--- src/rtl/irqc_pkg.sv ---
package irqc_pkg;

    localparam int SRC_N    = 21;
    localparam int NMI_N    = 6;
    localparam int PERIPH_N = 14;
    localparam int IDX_W    = 5;
    localparam int CODE_W   = 4;
    localparam int VEC_W    = 16;

    typedef logic [IDX_W-1:0]  src_idx_t;
    typedef logic [CODE_W-1:0] promo_t;
    typedef logic [VEC_W-1:0]  vec_t;

    localparam src_idx_t IDX_XIRQ   = 5'd4;
    localparam src_idx_t IDX_IRQ    = 5'd6;
    localparam src_idx_t IDX_PERIPH = 5'd7;
    localparam src_idx_t IDX_TOVF   = 5'd16;
    localparam src_idx_t IDX_NMI_LO = 5'd6;

    localparam promo_t PROMO_RESET = 4'b0110;

    typedef struct packed {
        logic x;
        logic i;
    } mask_t;

    typedef struct packed {
        logic     valid;
        src_idx_t idx;
    } pick_t;

    // Maps a promote code onto the source index it lifts.
    function automatic src_idx_t promo_to_idx(promo_t code);
        src_idx_t r;
        if (code <= 4'd4)
            r = IDX_TOVF + src_idx_t'(code);
        else if (code <= 4'd6)
            r = IDX_IRQ;
        else
            r = src_idx_t'(code);
        return r;
    endfunction

    // Vectors sit two bytes apart, counting down from the top slot.
    function automatic vec_t vec_of(src_idx_t idx, vec_t top);
        return top - {{(VEC_W-IDX_W-1){1'b0}}, idx, 1'b0};
    endfunction

endpackage

--- src/rtl/irqc_mask_ctrl.sv ---
module irqc_mask_ctrl
    import irqc_pkg::*;
(
    input  logic   clk,
    input  logic   rst,
    input  logic   ack_take,
    input  logic   ack_nmi,
    input  logic   rti,
    input  logic   i_set,
    input  logic   i_clr,
    input  logic   x_clr,
    input  logic   promo_we,
    input  promo_t promo_wdata,
    output mask_t  mask,
    output promo_t promo
);

    mask_t  mask_q;
    mask_t  saved_q;
    promo_t promo_q;

    always_ff @(posedge clk) begin
        if (rst) begin
            mask_q  <= '{x: 1'b1, i: 1'b1};
            saved_q <= '{x: 1'b1, i: 1'b1};
            promo_q <= PROMO_RESET;
        end else begin
            if (ack_take) begin
                saved_q  <= mask_q;
                mask_q.i <= 1'b1;
                if (ack_nmi)
                    mask_q.x <= 1'b1;
            end else if (rti) begin
                mask_q <= saved_q;
            end else begin
                if (i_set)
                    mask_q.i <= 1'b1;
                else if (i_clr)
                    mask_q.i <= 1'b0;
                if (x_clr)
                    mask_q.x <= 1'b0;
            end
            if (promo_we && mask_q.i)
                promo_q <= promo_wdata;
        end
    end

    assign mask  = mask_q;
    assign promo = promo_q;


    ack_sets_i_chk: assert property (@(posedge clk) disable iff (rst)
        ack_take |=> mask_q.i);


    nmi_ack_sets_x_chk: assert property (@(posedge clk) disable iff (rst)
        (ack_take && ack_nmi) |=> mask_q.x);


    x_no_sw_set_chk: assert property (@(posedge clk) disable iff (rst)
        (!ack_take && !rti && !mask_q.x) |=> !mask_q.x);


    promo_locked_chk: assert property (@(posedge clk) disable iff (rst)
        (!mask_q.i) |=> $stable(promo_q));

endmodule

--- src/rtl/irqc_irq_pin.sv ---
module irqc_irq_pin (
    input  logic clk,
    input  logic rst,
    input  logic irq_n,
    input  logic edge_mode,
    input  logic clr,
    output logic active
);

    logic prev_q;
    logic latch_q;
    logic fall;

    assign fall = prev_q & ~irq_n;

    always_ff @(posedge clk) begin
        if (rst) begin
            prev_q  <= 1'b1;
            latch_q <= 1'b0;
        end else begin
            prev_q <= irq_n;
            if (!edge_mode)
                latch_q <= 1'b0;
            else if (fall)
                latch_q <= 1'b1;
            else if (clr)
                latch_q <= 1'b0;
        end
    end

    assign active = edge_mode ? latch_q : ~irq_n;


    edge_clear_chk: assert property (@(posedge clk) disable iff (rst)
        (edge_mode && clr && !fall) |=> (!latch_q));

endmodule

--- src/rtl/irqc_select.sv ---
module irqc_select
    import irqc_pkg::*;
(
    input  logic [SRC_N-1:0] pend,
    input  src_idx_t         promo_idx,
    output pick_t            pick
);

    logic     nmi_any;
    logic     msk_any;
    src_idx_t nmi_win;
    src_idx_t msk_win;

    always_comb begin
        nmi_any = 1'b0;
        nmi_win = '0;
        for (int k = NMI_N - 1; k >= 0; k--) begin
            if (pend[k]) begin
                nmi_any = 1'b1;
                nmi_win = src_idx_t'(k);
            end
        end
    end

    always_comb begin
        msk_any = 1'b0;
        msk_win = '0;
        for (int k = SRC_N - 1; k >= NMI_N; k--) begin
            if (pend[k]) begin
                msk_any = 1'b1;
                msk_win = src_idx_t'(k);
            end
        end
    end

    always_comb begin
        pick.valid = nmi_any | msk_any;
        if (nmi_any)
            pick.idx = nmi_win;
        else if (pend[promo_idx])
            pick.idx = promo_idx;
        else
            pick.idx = msk_win;
    end

endmodule

--- src/rtl/irq_prio_ctrl.sv ---
module irq_prio_ctrl
    import irqc_pkg::*;
#(
    parameter logic [15:0] VEC_TOP = 16'hFFFE
) (
    input  logic        clk,
    input  logic        rst,
    input  logic [5:0]  nmi_req,
    input  logic        irq_n,
    input  logic        irq_edge_mode,
    input  logic [13:0] periph_flag,
    input  logic [13:0] periph_en,
    input  logic        mask_i_set,
    input  logic        mask_i_clr,
    input  logic        mask_x_clr,
    input  logic        promo_we,
    input  logic [3:0]  promo_wdata,
    input  logic        int_ack,
    input  logic        int_rti,
    output logic        int_req,
    output logic [4:0]  int_idx,
    output logic [15:0] int_vec,
    output logic        mask_i,
    output logic        mask_x,
    output logic [3:0]  promo_code
);

    mask_t            mask;
    promo_t           promo;
    logic [SRC_N-1:0] pend;
    logic             irq_active;
    logic             ack_take;
    logic             ack_nmi;
    pick_t            pick;
    logic             req_q;
    src_idx_t         idx_q;
    vec_t             vec_q;

    assign ack_take = int_ack & req_q;
    assign ack_nmi  = idx_q < IDX_NMI_LO;

    irqc_mask_ctrl u_mask (
        .clk         (clk),
        .rst         (rst),
        .ack_take    (ack_take),
        .ack_nmi     (ack_nmi),
        .rti         (int_rti),
        .i_set       (mask_i_set),
        .i_clr       (mask_i_clr),
        .x_clr       (mask_x_clr),
        .promo_we    (promo_we),
        .promo_wdata (promo_wdata),
        .mask        (mask),
        .promo       (promo)
    );

    irqc_irq_pin u_pin (
        .clk       (clk),
        .rst       (rst),
        .irq_n     (irq_n),
        .edge_mode (irq_edge_mode),
        .clr       (ack_take && (idx_q == IDX_IRQ)),
        .active    (irq_active)
    );

    // Pending vector: fixed non-maskable lines, XIRQ gated by X,
    // the IRQ pin and the peripherals gated by I.
    generate
        for (genvar g = 0; g < NMI_N; g++) begin : g_nmi
            if (g == int'(IDX_XIRQ)) begin : g_xirq
                assign pend[g] = nmi_req[g] & ~mask.x;
            end else begin : g_fixed
                assign pend[g] = nmi_req[g];
            end
        end
        assign pend[IDX_IRQ] = irq_active & ~mask.i;
        for (genvar p = 0; p < PERIPH_N; p++) begin : g_per
            assign pend[int'(IDX_PERIPH) + p] = periph_flag[p] & periph_en[p] & ~mask.i;
        end
    endgenerate

    irqc_select u_sel (
        .pend      (pend),
        .promo_idx (promo_to_idx(promo)),
        .pick      (pick)
    );

    always_ff @(posedge clk) begin
        if (rst) begin
            req_q <= 1'b0;
            idx_q <= '0;
            vec_q <= '0;
        end else if (ack_take) begin
            req_q <= 1'b0;
        end else begin
            req_q <= pick.valid;
            idx_q <= pick.idx;
            vec_q <= vec_of(pick.idx, VEC_TOP);
        end
    end

    assign int_req    = req_q;
    assign int_idx    = idx_q;
    assign int_vec    = vec_q;
    assign mask_i     = mask.i;
    assign mask_x     = mask.x;
    assign promo_code = promo;


    masked_needs_i_clear_chk: assert property (@(posedge clk) disable iff (rst)
        (req_q && idx_q >= IDX_NMI_LO) |-> $past(!mask.i));


    xirq_needs_x_clear_chk: assert property (@(posedge clk) disable iff (rst)
        (req_q && idx_q == IDX_XIRQ) |-> $past(!mask.x));


    ack_drops_req_chk: assert property (@(posedge clk) disable iff (rst)
        ack_take |=> !req_q);


    winner_pending_chk: assert property (@(posedge clk) disable iff (rst)
        pick.valid |-> pend[pick.idx]);

endmodule

--- config.mk ---
export PLATFORM = sky130hd
export DESIGN_NAME = irq_prio_ctrl
export DESIGN_NICKNAME = d
export VERILOG_FILES = /design/src/rtl/irqc_pkg.sv /design/src/rtl/irqc_mask_ctrl.sv /design/src/rtl/irqc_irq_pin.sv /design/src/rtl/irqc_select.sv /design/src/rtl/irq_prio_ctrl.sv
export SDC_FILE = /design/constraint.sdc
export NUM_CORES = 1
export LEC_CHECK = 0
export ABC_AREA = 0
export BUFFER_PORTS_ARGS = -buffer_cell sky130_fd_sc_hd__buf_2
export CAP_MARGIN = 20
export CORE_MARGIN = 5
export CORE_UTILIZATION = 46
export CTS_CLUSTER_SIZE = 30
export DETAILED_ROUTE_END_ITERATION = 8
export PLACE_DENSITY = 0.79
export SLEW_MARGIN = 25
export SYNTH_ARGS = -nofsm -noshare
export SYNTH_HDL_FRONTEND = slang
export SYNTH_SLANG_ARGS = --single-unit
--- constraint.sdc ---
create_clock -name clk -period 3.07 [get_ports clk]
set_input_delay 0.614 -clock clk [delete_from_list [all_inputs] [get_ports clk]]
set_output_delay 0.614 -clock clk [all_outputs]
set_load 0.05 [all_outputs]
==> impl_metrics.csv <==
group,metric,value,unit
routing,drc,0,
routing,wl_met1,1.898,mm
worst_setup_path,r2r-end,"int_vec[1]",
sta,holdWs,0.4870,ns
sta,worst_slew_pin_slew,0.6253,ns
sta,worst_slack,0.4173,ns
clock_network,cts_setup_buffers,0,
clock_network,postCtsResizedCells,0,
floorplanning,core,0.003363,mm2
clock_network,clock_latency,0.31,ns
synthesis,syn_avg_cell_area,7.548,um2
power,power.density,379.0,mW/mm2
place,dpl.hpwl,3.460,mm
routing,dr.pass1.iters,4,
routing,viasPerCell,5.511,
worst_setup_path,endpoint_kind,"register",
synthesis,synth_edf_count,0,
cells_and_area,diodes,0,
global_route,first_global_vias,1701,
worst_setup_path,arrival,2.87,ns
cells_and_area,layout.nets,324,
cells_and_area,fillerInstances,349,
sta,min_period,2.653,ns
worst_setup_path,crit_type,"reg2reg",
routing,met2WireLength,2.152,mm
floorplanning,ios,76,
cells_and_area,drive_above_1_share,33.45,%
place,finalWeightedCongestion,0.9091,
floorplanning,die_area,0.004778,mm2
synthesis,synth_top_area_cell,"dfxtp_1",
global_route,track_usage,18.10,%
power,p_leak,0.9024,nW
place,dp_slack,0.4481,ns
worst_setup_path,crit_required,3.29,ns
clock_network,clk_pin_slew,0.12,ns
global_route,grt_overflow,0,
routing,avgRoutedWirePerCell,13.54,um
worst_setup_path,reg2reg_slack,0.42,ns
floorplanning,fp.dieW,69.12,um
cells_and_area,mostFrequentLayoutCells,"buf_2, nand2_1, dfxtp_1",
run_status,status,"complete, no violations",
synthesis,synth_fp_nets,261,
worst_hold_path,min_to,"u_mask.saved_q[1]",
clock_network,cts-hold-fix-buffers,0,
sta,relSlewSlack,58.26,%
clock_network,cts_root_buffer,"clkbuf_4",
clock_network,tritoncts,"built",
floorplanning,initial_utilization,47.81,%
synthesis,synth_flop_cell,"dfxtp_1",
clock_network,htreeDepth,1,
routing,wl_met3,283,um
worst_hold_path,min_path_cells,2,
routing,dr_total_vias,1769,
synthesis,synth_seq_cells,22,
synthesis,postSynthCellCount,213,
sta,period_share,86.41,%
clock_network,cts.path.max_buffers,2,
global_route,grt_max_degree,18,
floorplanning,num_rows,21,
sta,rsz0062_at_grt,"false",
worst_setup_path,r2r_cells,7,
worst_setup_path,worstPathMaxFanout,11,
place,place.port_buffers,74,
cells_and_area,area_growth,23.27,%
sta,finalClockSkew,0.006918,ns
routing,ant_nets,0,
clock_network,cts_made_buffers,3,
synthesis,synth_top_area_share,27.39,%
worst_setup_path,crit_top_cell,"a2111oi_4",
worst_setup_path,slowest_delay,0.55,ns
floorplanning,chipHeight,69.12,um
global_route,antenna_found_initial,0,
synthesis,synthTopCellsByArea,"dfxtp_1, nand2_1, buf_4",
synthesis,syn-cell-area,0.001608,mm2
worst_setup_path,reg2reg_from,"u_mask.promo[2]",
cells_and_area,layout_commonest_cell,"buf_2",
worst_hold_path,hp-start,"u_mask.saved_q[1]",
synthesis,synthArstFlopShare,0,%
worst_hold_path,hold_class,"reg2reg",
worst_setup_path,cp_cell_sequence,"or3b_4 > a2111oi_4 > a221oi_2 > a2111oi_4 > a21o_4 > mux2_4 > o221a_1",
worst_setup_path,critical_path.startpoint_type,"register",
worst_setup_path,slowest_stage,"dfxtp_1",
sta,final_max_slew_viol_count,0,
synthesis,synth.yosys.seq_area_share,27.39,%
routing,top_layer,"met4",
synthesis,yosys_warnings,0,
sta,hold_viol,0,
flow_run,maxCapViolCount,0,
clock_network,numClockSinks,22,
synthesis,ys_types,57,
sta,setup_violations,0,
routing,first_iter_violations,123,
sta,max_freq,377.0,MHz
routing,wl,4.346,mm
sta,fin_tns_setup,0,ns
global_route,grt_pass1_wl,7.465,mm
power,ir_drop,271.0,uV
-- routing by layer --
layer	vias to the layer above	GRT usage, %
li1	889	-
met1	818	23.06
met2	60	30.93
met3	2	4.360
met4	0	3.688
met5	-	0
-- report_power, final --
group	switching (mW)	leakage [nW]	internal [mW]
clock network	0.0873	0.0210	0.0724
registers	0.0215	0.182	0.303
logic	0.176	0.699	0.0901
total	0.285	0.902	0.466
-- critical path: cells and delay by family, from the launching register on --
| family | cells | cell delay [ns] |
|---|---|---|
| flip-flops | 1 | 0.55 |
| AO/OA/AOI/OAI | 5 | 1.26 |
| AND/OR/NAND/NOR | 1 | 0.45 |
| multiplexers | 1 | 0.31 |
-- worst max path at each step --
stage | startpoint | end | cells after the start
6_report | u_mask.promo[2] | int_vec[1] | 7
5_1_grt | u_mask.promo[2] | int_vec[1] | 7
4_1_cts | u_mask.promo[2] | int_vec[1] | 7
3_5_place_dp | u_mask.promo[2] | int_vec[1] | 7
3_3_place_gp | periph_flag[11] | int_vec[1] | 8
2_1_floorplan | u_mask.promo[2] | int_vec[1] | 8
-- synth_stat cells, drive strengths merged (4+ instances only) --
cell     n
buf     12
nand3   16
nand2   32
nor2    14
clkbuf   7
inv      6
nor3     4
o21ai   14
dfxtp   22
nand2b   6
nor2b    6
a21oi   14
-- kinds of logic after synthesis --
group | count (synthesis) | share of synthesized area [%]
AND/OR/NAND/NOR | 97 | 30.27
AO/OA/AOI/OAI | 63 | 30.12
other | 1 | 0.2332
flip-flops | 22 | 27.39
buffers and inverters | 25 | 8.405
multiplexers | 5 | 3.579
-- state kept, by name, indices dropped and copies added, names as in the netlist --
| register | flops |
|---|---|
| u_pin.latch_q | 1 |
| int_idx | 5 |
| u_mask.promo | 4 |
| u_pin.prev_q | 1 |
| int_vec | 6 |
| int_req | 1 |
| u_mask.mask | 2 |
| u_mask.saved_q | 2 |
-- stage by stage --
stage,utilization [%],instance area (um2),power (mW),std cells
finish,58.93,1982,0.7511,321
global route,58.93,1982,0.7921,321
CTS,58.93,1982,0.7511,321
detailed placement,57.85,1946,0.5972,317
global placement,57.85,1946,0.5950,317
floorplan,-,1608,0.5283,213
-- area by class of cell --
class                      instances  area [um2]  area share, %
tap                               46       57.56          2.904
inverter                           6       22.52          1.136
sequential                        22       440.4          22.22
multi-input combinational        166        1032          52.08
timing repair buffer              77       392.9          19.82
clock buffer                       4       36.28          1.831
(Power assumes the default switching activity.)
